File: src/rtl/fa_pkg.sv
package fa_pkg;

    typedef enum logic [1:0] {
        ST_WAIT    = 2'd0,
        ST_SEARCH  = 2'd1,
        ST_CONFIRM = 2'd2,
        ST_LOCKED  = 2'd3
    } fa_state_t;

    typedef struct packed {
        logic       alive;
        logic [2:0] hist;   // bit 2 oldest sample
    } cand_t;

    // next framing sample expected after history h
    function automatic logic pred_next(input logic esf, input logic [2:0] h);
        logic p;
        if (!esf) begin
            p = ~h[0];
        end else begin
            unique case (h)
                3'b010, 3'b101, 3'b100: p = 1'b1;
                default:                p = 1'b0;
            endcase
        end
        return p;
    endfunction

    // whether a triple can occur inside the framing pattern
    function automatic logic hist_ok(input logic esf, input logic [2:0] h);
        if (esf) return (h != 3'b000) && (h != 3'b111);
        return (h == 3'b010) || (h == 3'b101);
    endfunction

endpackage

File: src/rtl/fa_cand_store.sv
module fa_cand_store
    import fa_pkg::*;
#(
    parameter int DEPTH = 772,
    parameter int AW    = 10
) (
    input  logic          clk,
    input  logic          we,
    input  logic [AW-1:0] waddr,
    input  cand_t         wdata,
    input  logic [AW-1:0] raddr,
    output cand_t         rdata
);
    cand_t mem [DEPTH];

    always_ff @(posedge clk) begin
        if (we) mem[waddr] <= wdata;
    end

    assign rdata = mem[raddr];
endmodule

File: src/rtl/fa_mf_detect.sv
module fa_mf_detect (
    input  logic clk,
    input  logic rst_n,
    input  logic en,
    input  logic sample,
    input  logic fs_bit,
    input  logic slc,
    input  logic clear,
    output logic found,
    output logic aligned,
    output logic mf_sync
);
    logic [11:0] hist;
    logic [11:0] hist_nx;
    logic [3:0]  cnt;
    logic [3:0]  idx;
    logic [3:0]  idx_last;
    logic        match;

    assign hist_nx  = {hist[10:0], fs_bit};
    assign idx_last = slc ? 4'd11 : 4'd5;
    assign match    = slc ? ((cnt >= 4'd11) && (hist_nx == 12'b000111000111))
                          : ((cnt >= 4'd4)  && (hist_nx[4:0] == 5'b00111));
    assign found    = en && sample && !aligned && match;
    assign mf_sync  = en && sample && aligned && (idx == idx_last);

    always_ff @(posedge clk or negedge rst_n) begin
        if (!rst_n) begin
            hist    <= '0;
            cnt     <= '0;
            idx     <= '0;
            aligned <= 1'b0;
        end else if (clear) begin
            hist    <= '0;
            cnt     <= '0;
            idx     <= '0;
            aligned <= 1'b0;
        end else if (en && sample) begin
            hist <= hist_nx;
            if (cnt != 4'd12) cnt <= cnt + 4'd1;
            if (found) begin
                aligned <= 1'b1;
                idx     <= slc ? 4'd11 : 4'd4;
            end else if (aligned) begin
                idx <= (idx == idx_last) ? 4'd0 : idx + 4'd1;
            end
        end
    end
endmodule

File: src/rtl/t1_frame_aligner.sv
module t1_frame_aligner
    import fa_pkg::*;
#(
    parameter int FRAME_BITS     = 193,
    parameter int LOCK_ROUNDS    = 10,
    parameter int TIMEOUT_ROUNDS = 24
) (
    input  logic clk,
    input  logic rst_n,
    input  logic bit_en,
    input  logic rx_bit,
    input  logic esf_mode,
    input  logic xchk_en,
    input  logic slc_mode,
    input  logic reframe,
    input  logic mf_reframe,
    output logic frame_sync,
    output logic mf_sync,
    output logic in_frame,
    output logic mf_aligned,
    output logic sig_freeze,
    output logic err_suspend
);
    localparam int SPAN_MAX = 4 * FRAME_BITS;
    localparam int AW       = $clog2(SPAN_MAX);
    localparam int FW       = $clog2(FRAME_BITS);
    localparam int RW       = $clog2(TIMEOUT_ROUNDS + 1);

    fa_state_t state, state_nx;

    logic [AW-1:0] pos, k, start_pos, lock_pos, fs_pos, last_pos, span_last;
    logic [FW-1:0] fpos, lock_fpos, last_fpos;
    logic [RW-1:0] round;
    logic [1:0]    surv, cnt_in, cnt_now;
    logic          have_align;

    cand_t         rd, wr;
    logic [2:0]    cur_hist, new_hist;
    logic          fresh, cur_alive, ok, alive_now, act, end_round;
    logic          late_lock, decide, single, restart, do_lock;
    logic [AW-1:0] pick_pos, pick_fs;
    logic [FW-1:0] pick_fpos;
    logic          mf_found, mf_en, fs_sample, mf_clear;

    assign span_last = esf_mode ? AW'(4 * FRAME_BITS - 1) : AW'(2 * FRAME_BITS - 1);

    // ---------------- candidate evaluation ----------------
    assign act       = bit_en && ((state == ST_SEARCH) ||
                                  ((state == ST_WAIT) && (pos == start_pos)));
    assign fresh     = (state == ST_WAIT) || (round == '0);
    assign cur_hist  = fresh ? 3'b000 : rd.hist;
    assign cur_alive = fresh ? 1'b1 : rd.alive;
    assign new_hist  = {cur_hist[1:0], rx_bit};

    always_comb begin
        if (fresh || (round < RW'(2)))  ok = 1'b1;
        else if (round == RW'(2))        ok = hist_ok(esf_mode, new_hist);
        else                             ok = (rx_bit == pred_next(esf_mode, cur_hist));
    end

    assign alive_now = cur_alive && ok;
    assign end_round = (k == span_last);
    assign cnt_in    = (k == '0) ? 2'd0 : surv;
    assign cnt_now   = (cnt_in == 2'd2) ? 2'd2 : cnt_in + {1'b0, alive_now};
    assign pick_pos  = alive_now ? pos  : last_pos;
    assign pick_fpos = alive_now ? fpos : last_fpos;
    assign pick_fs   = (pick_pos >= AW'(FRAME_BITS)) ? pick_pos - AW'(FRAME_BITS)
                                                     : pick_pos + AW'(FRAME_BITS);

    assign late_lock = act && !fresh && (round == RW'(TIMEOUT_ROUNDS)) && alive_now;
    assign decide    = act && !fresh && end_round && (round >= RW'(LOCK_ROUNDS - 1));
    assign single    = decide && (cnt_now == 2'd1) && !late_lock;
    assign restart   = decide && (cnt_now == 2'd0);
    assign do_lock   = (state == ST_SEARCH) && (late_lock || single);

    assign wr = '{alive: alive_now, hist: new_hist};

    fa_cand_store #(.DEPTH(SPAN_MAX), .AW(AW)) u_store (
        .clk   (clk),
        .we    (act),
        .waddr (pos),
        .wdata (wr),
        .raddr (pos),
        .rdata (rd)
    );

    // ---------------- multiframe search ----------------
    assign mf_en     = !esf_mode && ((state == ST_CONFIRM) || (state == ST_LOCKED));
    assign fs_sample = bit_en && (pos == fs_pos);
    assign mf_clear  = do_lock || reframe || mf_reframe;

    fa_mf_detect u_mf (
        .clk     (clk),
        .rst_n   (rst_n),
        .en      (mf_en),
        .sample  (fs_sample),
        .fs_bit  (rx_bit),
        .slc     (slc_mode),
        .clear   (mf_clear),
        .found   (mf_found),
        .aligned (mf_aligned),
        .mf_sync (mf_sync)
    );

    // ---------------- state register ----------------
    always_ff @(posedge clk or negedge rst_n) begin
        if (!rst_n) state <= ST_WAIT;
        else        state <= state_nx;
    end

    always_comb begin
        state_nx = state;
        unique case (state)
            ST_WAIT:    if (act) state_nx = ST_SEARCH;
            ST_SEARCH:  if (do_lock) state_nx = (xchk_en && !esf_mode) ? ST_CONFIRM : ST_LOCKED;
            ST_CONFIRM: if (reframe) state_nx = ST_WAIT;
                        else if (mf_found) state_nx = ST_LOCKED;
            ST_LOCKED:  if (reframe) state_nx = ST_WAIT;
            default:    state_nx = ST_WAIT;
        endcase
    end

    // ---------------- counters and lock registers ----------------
    always_ff @(posedge clk or negedge rst_n) begin
        if (!rst_n) begin
            pos        <= '0;
            fpos       <= '0;
            k          <= '0;
            round      <= '0;
            surv       <= '0;
            last_pos   <= '0;
            last_fpos  <= '0;
            start_pos  <= '0;
            lock_pos   <= '0;
            lock_fpos  <= '0;
            fs_pos     <= '0;
            have_align <= 1'b0;
        end else begin
            if (bit_en) begin
                pos  <= (pos == span_last) ? '0 : pos + AW'(1);
                fpos <= (fpos == FW'(FRAME_BITS - 1)) ? '0 : fpos + FW'(1);
            end
            if (state != ST_SEARCH) begin
                k     <= '0;
                round <= '0;
            end
            if (act) begin
                k    <= end_round ? '0 : k + AW'(1);
                surv <= cnt_now;
                if (alive_now) begin
                    last_pos  <= pos;
                    last_fpos <= fpos;
                end
                if (end_round) begin
                    if (restart)                                round <= '0;
                    else if (round != RW'(TIMEOUT_ROUNDS))      round <= round + RW'(1);
                end
            end
            if (do_lock) begin
                lock_pos   <= pick_pos;
                lock_fpos  <= pick_fpos;
                fs_pos     <= pick_fs;
                have_align <= 1'b1;
            end
            if (reframe && ((state == ST_LOCKED) || (state == ST_CONFIRM)))
                start_pos <= (lock_pos == span_last) ? '0 : lock_pos + AW'(1);
        end
    end

    // ---------------- outputs ----------------
    always_comb begin
        in_frame    = (state == ST_LOCKED);
        sig_freeze  = (state != ST_LOCKED);
        err_suspend = (state != ST_LOCKED);
        frame_sync  = bit_en && have_align && (fpos == lock_fpos);
    end
endmodule

File: config.mk
export PLATFORM = sky130hd
export DESIGN_NAME = t1_frame_aligner
export DESIGN_NICKNAME = d
export VERILOG_FILES = /design/src/rtl/fa_pkg.sv /design/src/rtl/fa_cand_store.sv /design/src/rtl/fa_mf_detect.sv /design/src/rtl/t1_frame_aligner.sv
export SDC_FILE = /design/constraint.sdc
export NUM_CORES = 2
export LEC_CHECK = 0
export ABC_AREA = 1
export BUFFER_PORTS_ARGS = -buffer_cell sky130_fd_sc_hd__buf_2
export CORE_ASPECT_RATIO = 2
export CORE_UTILIZATION = 35
export DETAILED_ROUTE_END_ITERATION = 6
export SYNTH_ARGS = -nofsm -noshare
export SYNTH_HDL_FRONTEND = slang
export SYNTH_SLANG_ARGS = --single-unit
File: constraint.sdc
create_clock -name clk -period 32.8 [get_ports clk]
set_input_delay 0 -clock clk [delete_from_list [all_inputs] [get_ports clk]]
set_output_delay 0 -clock clk [all_outputs]
set_load 0.01 [all_outputs]
==> flow_summary.html <==
<table>
<tr><th>Metric</th><th>Value</th></tr>
<tr><th colspan="2">Timing</th></tr>
<tr><td>Share of the cycle needed by the critical path after routing</td><td>0.332</td></tr>
<tr><td>Slew of the pin with the lowest slew margin</td><td>1.36 ns</td></tr>
<tr><td>Count of endpoints failing setup in the final report</td><td>0</td></tr>
<tr><td>Post-route clock skew</td><td>0.0647 ns</td></tr>
<tr><td>Number of slew-limit violations in the final report</td><td>0</td></tr>
<tr><td>TNS Setup</td><td>0 ns</td></tr>
<tr><td>Unrepaired setup endpoints after global routing</td><td>false</td></tr>
<tr><td>Slew HR</td><td>0.0821</td></tr>
<tr><td>Shortest period the worst path allows</td><td>10.87 ns</td></tr>
<tr><td>Number of hold-slack violations in the final timing report</td><td>0</td></tr>
<tr><td>Maximum frequency from static timing analysis</td><td>0.0920 GHz</td></tr>
<tr><th colspan="2">Floorplanning</th></tr>
<tr><td>Chip width</td><td>439 um</td></tr>
<tr><td>Number of ports placed on the die boundary</td><td>15</td></tr>
<tr><td>Die area</td><td>385000 um2</td></tr>
<tr><td>Die height</td><td>876 um</td></tr>
<tr><td>Std-Cell Core Area</td><td>380000 um2</td></tr>
<tr><td>Initial core utilization</td><td>0.352</td></tr>
<tr><td>Number of standard-cell rows in the floorplan</td><td>320</td></tr>
<tr><th colspan="2">Setup path</th></tr>
<tr><td>Max FO, Critical Path</td><td>140</td></tr>
<tr><td>Required time at the endpoint of the critical path</td><td>33.61 ns</td></tr>
<tr><td>Sort of element at the start of the critical path</td><td>register</td></tr>
<tr><td>Most common cell on crit path</td><td>nand2_1</td></tr>
<tr><td>Kind of capture point of the worst setup path</td><td>register</td></tr>
<tr><td>Delay contributed by the slowest stage of the critical path</td><td>0.76 ns</td></tr>
<tr><td>Slowest cell on crit path</td><td>inv_8</td></tr>
<tr><td>Data arrival at the endpoint of the critical path</td><td>11.68 ns</td></tr>
<tr><td>Worst Path Class, Setup</td><td>register to register</td></tr>
<tr><th colspan="2">Pwr</th></tr>
<tr><td>Sequential Power Share</td><td>0.395</td></tr>
<tr><td>Sw Ratio</td><td>0.371</td></tr>
<tr><td>Reported leakage power</td><td>51.3 nW</td></tr>
<tr><td>Combinational share of power</td><td>0.319</td></tr>
<tr><td>Cell Pwr Density</td><td>77.4 nW/um2</td></tr>
<tr><td>Internal power</td><td>7.18 mW</td></tr>
<tr><td>Post-route total power</td><td>11.4 mW</td></tr>
<tr><td>Portion of total power attributed to the clock network</td><td>0.286</td></tr>
<tr><td>Psw</td><td>4.23 mW</td></tr>
<tr><td>Maximum vdd drop</td><td>0.0000761 V</td></tr>
<tr><th colspan="2">Route</th></tr>
<tr><td>Total length of routed wires</td><td>405000 um</td></tr>
<tr><td>Number of vias after detailed routing</td><td>89700</td></tr>
<tr><td>DR iter-0 viols</td><td>8398</td></tr>
<tr><td>Mean number of vias per cell</td><td>5.25</td></tr>
<tr><td>Routed WL per cell</td><td>23.7 um</td></tr>
<tr><td>DRC</td><td>1</td></tr>
<tr><td>Antenna Violating Nets Remaining</td><td>0</td></tr>
<tr><td>First-pass iteration count of the detailed router</td><td>7</td></tr>
<tr><th colspan="2">Global routing</th></tr>
<tr><td>First-pass GRT wire length</td><td>583000 um</td></tr>
<tr><td>Maximum number of pins on one net before global-route repair</td><td>183</td></tr>
<tr><td>Grt ovf</td><td>0</td></tr>
<tr><td>Vias in the first global route</td><td>88100</td></tr>
<tr><td>Initial antenna violation count</td><td>8</td></tr>
<tr><td>Global routing usage summed across all routing layers</td><td>0.205</td></tr>
<tr><th colspan="2">CTS</th></tr>
<tr><td>CTS Sinks</td><td>3202</td></tr>
<tr><td>CTS clk-pin slew, worst paths</td><td>0.07 ns</td></tr>
<tr><td>Depth of the CTS H-tree</td><td>5</td></tr>
<tr><td>Longest Clk Path Bufs</td><td>4</td></tr>
<tr><td>Insertion delay of the later-clocked pin in the worst-skew pair</td><td>0.91 ns</td></tr>
<tr><td>Cell at the root of the clock tree</td><td>clkbuf_16</td></tr>
<tr><td>TritonCTS buffer count</td><td>271</td></tr>
<tr><td>Clock tree from TritonCTS</td><td>built</td></tr>
<tr><td>PostCTS Resize Cnt</td><td>0</td></tr>
<tr><th colspan="2">Synth</th></tr>
<tr><td>Synthesized netlist net count</td><td>12200</td></tr>
<tr><td>Post-synthesis cell area</td><td>134000 um2</td></tr>
<tr><td>Number of enable-type register cells in the synthesized netlist</td><td>3088</td></tr>
<tr><td>Post-synthesis sequential element count</td><td>3202</td></tr>
<tr><td>FFs w/ async S/R, synth</td><td>0.0356</td></tr>
<tr><td>Synth warnings</td><td>0</td></tr>
<tr><td>Per-instance average area after synthesis</td><td>11.0 um2</td></tr>
<tr><td>Post-synthesis instance total</td><td>12200</td></tr>
<tr><td>Synth cell types</td><td>52</td></tr>
<tr><td>Main flop type after synthesis</td><td>edfxtp_1</td></tr>
<tr><td>Sequential area share after synthesis</td><td>0.715</td></tr>
<tr><th colspan="2">Run</th></tr>
<tr><td>Number of max-cap violations</td><td>0</td></tr>
<tr><th colspan="2">Layout</th></tr>
<tr><td>Filler cell count in the final layout</td><td>36300</td></tr>
<tr><td>Non-filler instance count after layout</td><td>17100</td></tr>
<tr><td>Area added between synthesis and finish</td><td>10.3%</td></tr>
<tr><td>Number of nets in the final layout</td><td>11900</td></tr>
<tr><td>Share of final-layout standard cells stronger than drive strength 1</td><td>0.0559</td></tr>
<tr><th colspan="2">Placed design</th></tr>
<tr><td>GPL Wtd Cong</td><td>0.864</td></tr>
<tr><td>Placed wire-length estimate after detailed placement</td><td>235000 um</td></tr>
<tr><td># placed instances</td><td>16600</td></tr>
<tr><td>Buffers added on ports</td><td>14</td></tr>
<tr><th colspan="2">Hold path</th></tr>
<tr><td>Worst hold-check path type</td><td>input pin to register</td></tr>
<tr><th colspan="2">Outcome</th></tr>
<tr><td>Result of the run</td><td>finished, violations left</td></tr>
<tr><td>Failing checks</td><td>DRC</td></tr>
</table>
[cell usage after synthesis (2+ instances only)]
| library cell | n | area (um2) |
|---|---|---|
| a21oi_1 | 40 | 200 |
| or2_2 | 3 | 18.8 |
| a22o_1 | 19 | 166 |
| buf_6 | 20 | 225 |
| clkinv_1 | 2 | 7.51 |
| o21ai_1 | 291 | 1460 |
| o41ai_1 | 6 | 52.6 |
| o21ai_2 | 2 | 17.5 |
| o31ai_1 | 14 | 105 |
| xor2_1 | 34 | 298 |
| buf_1 | 48 | 180 |
| a31oi_1 | 6 | 37.5 |
| buf_2 | 292 | 1460 |
| a211oi_1 | 11 | 82.6 |
| o21ai_0 | 1289 | 6450 |
| ha_1 | 20 | 250 |
| nor3_1 | 17 | 85.1 |
| xnor2_1 | 4 | 35.0 |
| edfxtp_1 | 3088 | 92700 |
| clkbuf_1 | 409 | 1540 |
| inv_2 | 8 | 30.0 |
| nand2_4 | 3 | 33.8 |
| o22ai_1 | 243 | 1520 |
| nand2_1 | 2621 | 9840 |
| nor3b_1 | 3 | 22.5 |
| a221oi_1 | 8 | 70.1 |
| buf_4 | 9 | 67.6 |
| o211ai_1 | 9 | 67.6 |
| inv_1 | 312 | 1170 |
| nor4_1 | 15 | 93.8 |
| o2111ai_1 | 3 | 26.3 |
| nor2_1 | 3024 | 11400 |
| dfrtp_1 | 114 | 2850 |
| nor2_2 | 2 | 12.5 |
| nor3_2 | 3 | 30.0 |
| nand3_1 | 138 | 691 |
| nand4_1 | 42 | 263 |
[path summary, 6_finish.rpt]
kind                         startpoint            to  slack [ns]  depth (start not counted)
hold / removal                  xchk_en      state[0]        0.12                          5
max in group asynchronous         rst_n        pos[0]       31.66                          4
min in group asynchronous         rst_n          k[9]        0.31                          4
setup reg to reg                 pos[0]      state[1]       21.93                         38
setup / recovery                 pos[0]      state[1]       21.93                         38
hold reg to reg            last_fpos[4]  last_fpos[4]        0.48                          2
[cells in the final DEF (no fill, tap or decap), drive strengths merged, types with 3 or more instances in the layout]
cell,netlist,final
clkinv,2,104
o211ai,9,9
ha,20,20
clkbuf,409,318
or2,3,3
buf,369,203
nor3,21,21
nor2,3026,3026
o21ai,1582,1582
nor4,15,15
clkinvlp,0,15
inv,321,334
a21oi,40,40
a31oi,6,6
edfxtp,3088,3088
bufinv,0,24
a22o,19,19
a211oi,11,11
xnor2,4,4
dfrtp,114,114
xor2,34,34
nand3,139,139
a221oi,8,8
o41ai,6,6
dlygate4sd3,0,11
nor3b,3,3
nand4,42,42
nand2,2625,2625
diode,0,12
o2111ai,3,3
o31ai,14,14
o22ai,243,243
[kinds of logic after synthesis]
family / Yosys count / synth area share
AOI/OAI and AO/OA: 1948 / 0.0772
xor gates and xnor gates: 38 / 0.00249
DFF: 3202 / 0.715
adders and majority gates: 20 / 0.00187
and+or+nand+nor: 5877 / 0.168
buffers and inverters: 1101 / 0.0350
muxes: 1 / 0.0000842
[critical path, delay by kind of cell, from the launching register on]
kind	cells	cell delay (ns)
fa+ha+maj	1	0.27
compound gates	5	0.88
buf+inv	10	5.46
flops	1	0.66
simple gates	22	3.11
[registers in the layout, indices dropped and copies added (netlist names)]
name and flops:
pos 10, k 10, lock_fpos 8, u_mf.hist 11, u_mf.idx 4, surv 2
fs_pos 10, last_fpos 8, fpos 8, lock_pos 10, state 2, start_pos 10
last_pos 10, have_align 1, u_mf.aligned 1, round 5, u_store.mem 3088, u_mf.cnt 4
[power by group through the flow]
| stage | Clock, mW | Combinational, mW | Sequential, mW |
|---|---|---|---|
| finish | 3.27 | 3.64 | 4.51 |
| CTS | 3.31 | 3.63 | 4.51 |
| global placement | 0 | 3.61 | 4.60 |
| global route | 3.44 | 3.96 | 4.51 |
| floorplan | 0 | 2.38 | 4.56 |
| detailed placement | 0 | 3.61 | 4.60 |
[timing repair]
action | CTS | global route
buffers inserted | 0 | 0
setup endpoints to repair | 0 | 0
hold buffers | 12 | 0
hold endpoints to repair | 201 | 0
[metal layers]
metal,up-vias,wire (um),track usage,part of all wire
li1,41000,-,-,-
met2,3188,212000,0.375,0.52
met5,-,27,0,0.000067
met3,970,23000,0.0216,0.057
met1,44500,141000,0.223,0.35
met4,4,28800,0.132,0.071
[area by class of cell]
| cell class | count | area (um2) | share of cell area |
|---|---|---|---|
| Clock buffer | 318 | 7220 | 0.0490 |
| Tap cell | 4991 | 6240 | 0.0423 |
| Timing Repair Buffer | 214 | 1910 | 0.0129 |
| Multi-Input combinational cell | 7884 | 33800 | 0.229 |
| Sequential cell | 3202 | 95600 | 0.648 |
| Inverter | 323 | 1260 | 0.00854 |
| Antenna cell | 12 | 30.0 | 0.000204 |
| Clock inverter | 154 | 1440 | 0.00977 |
[metrics by stage]
stage | hold slack (ns) | utilization | instance area (um2) | setup slack [ns]
after floorplan | -0.296 | - | 134000 | 15.07
after detailed placement | 0.119 | 0.365 | 139000 | 22.34
after global placement | 0.116 | 0.365 | 139000 | 22.24
after global routing | 0.160 | 0.388 | 147000 | 21.23
final | 0.117 | 0.388 | 147000 | 21.93
after CTS | 0.0572 | 0.388 | 147000 | 22.03
Note: power is estimated with default switching activity, not from simulation.
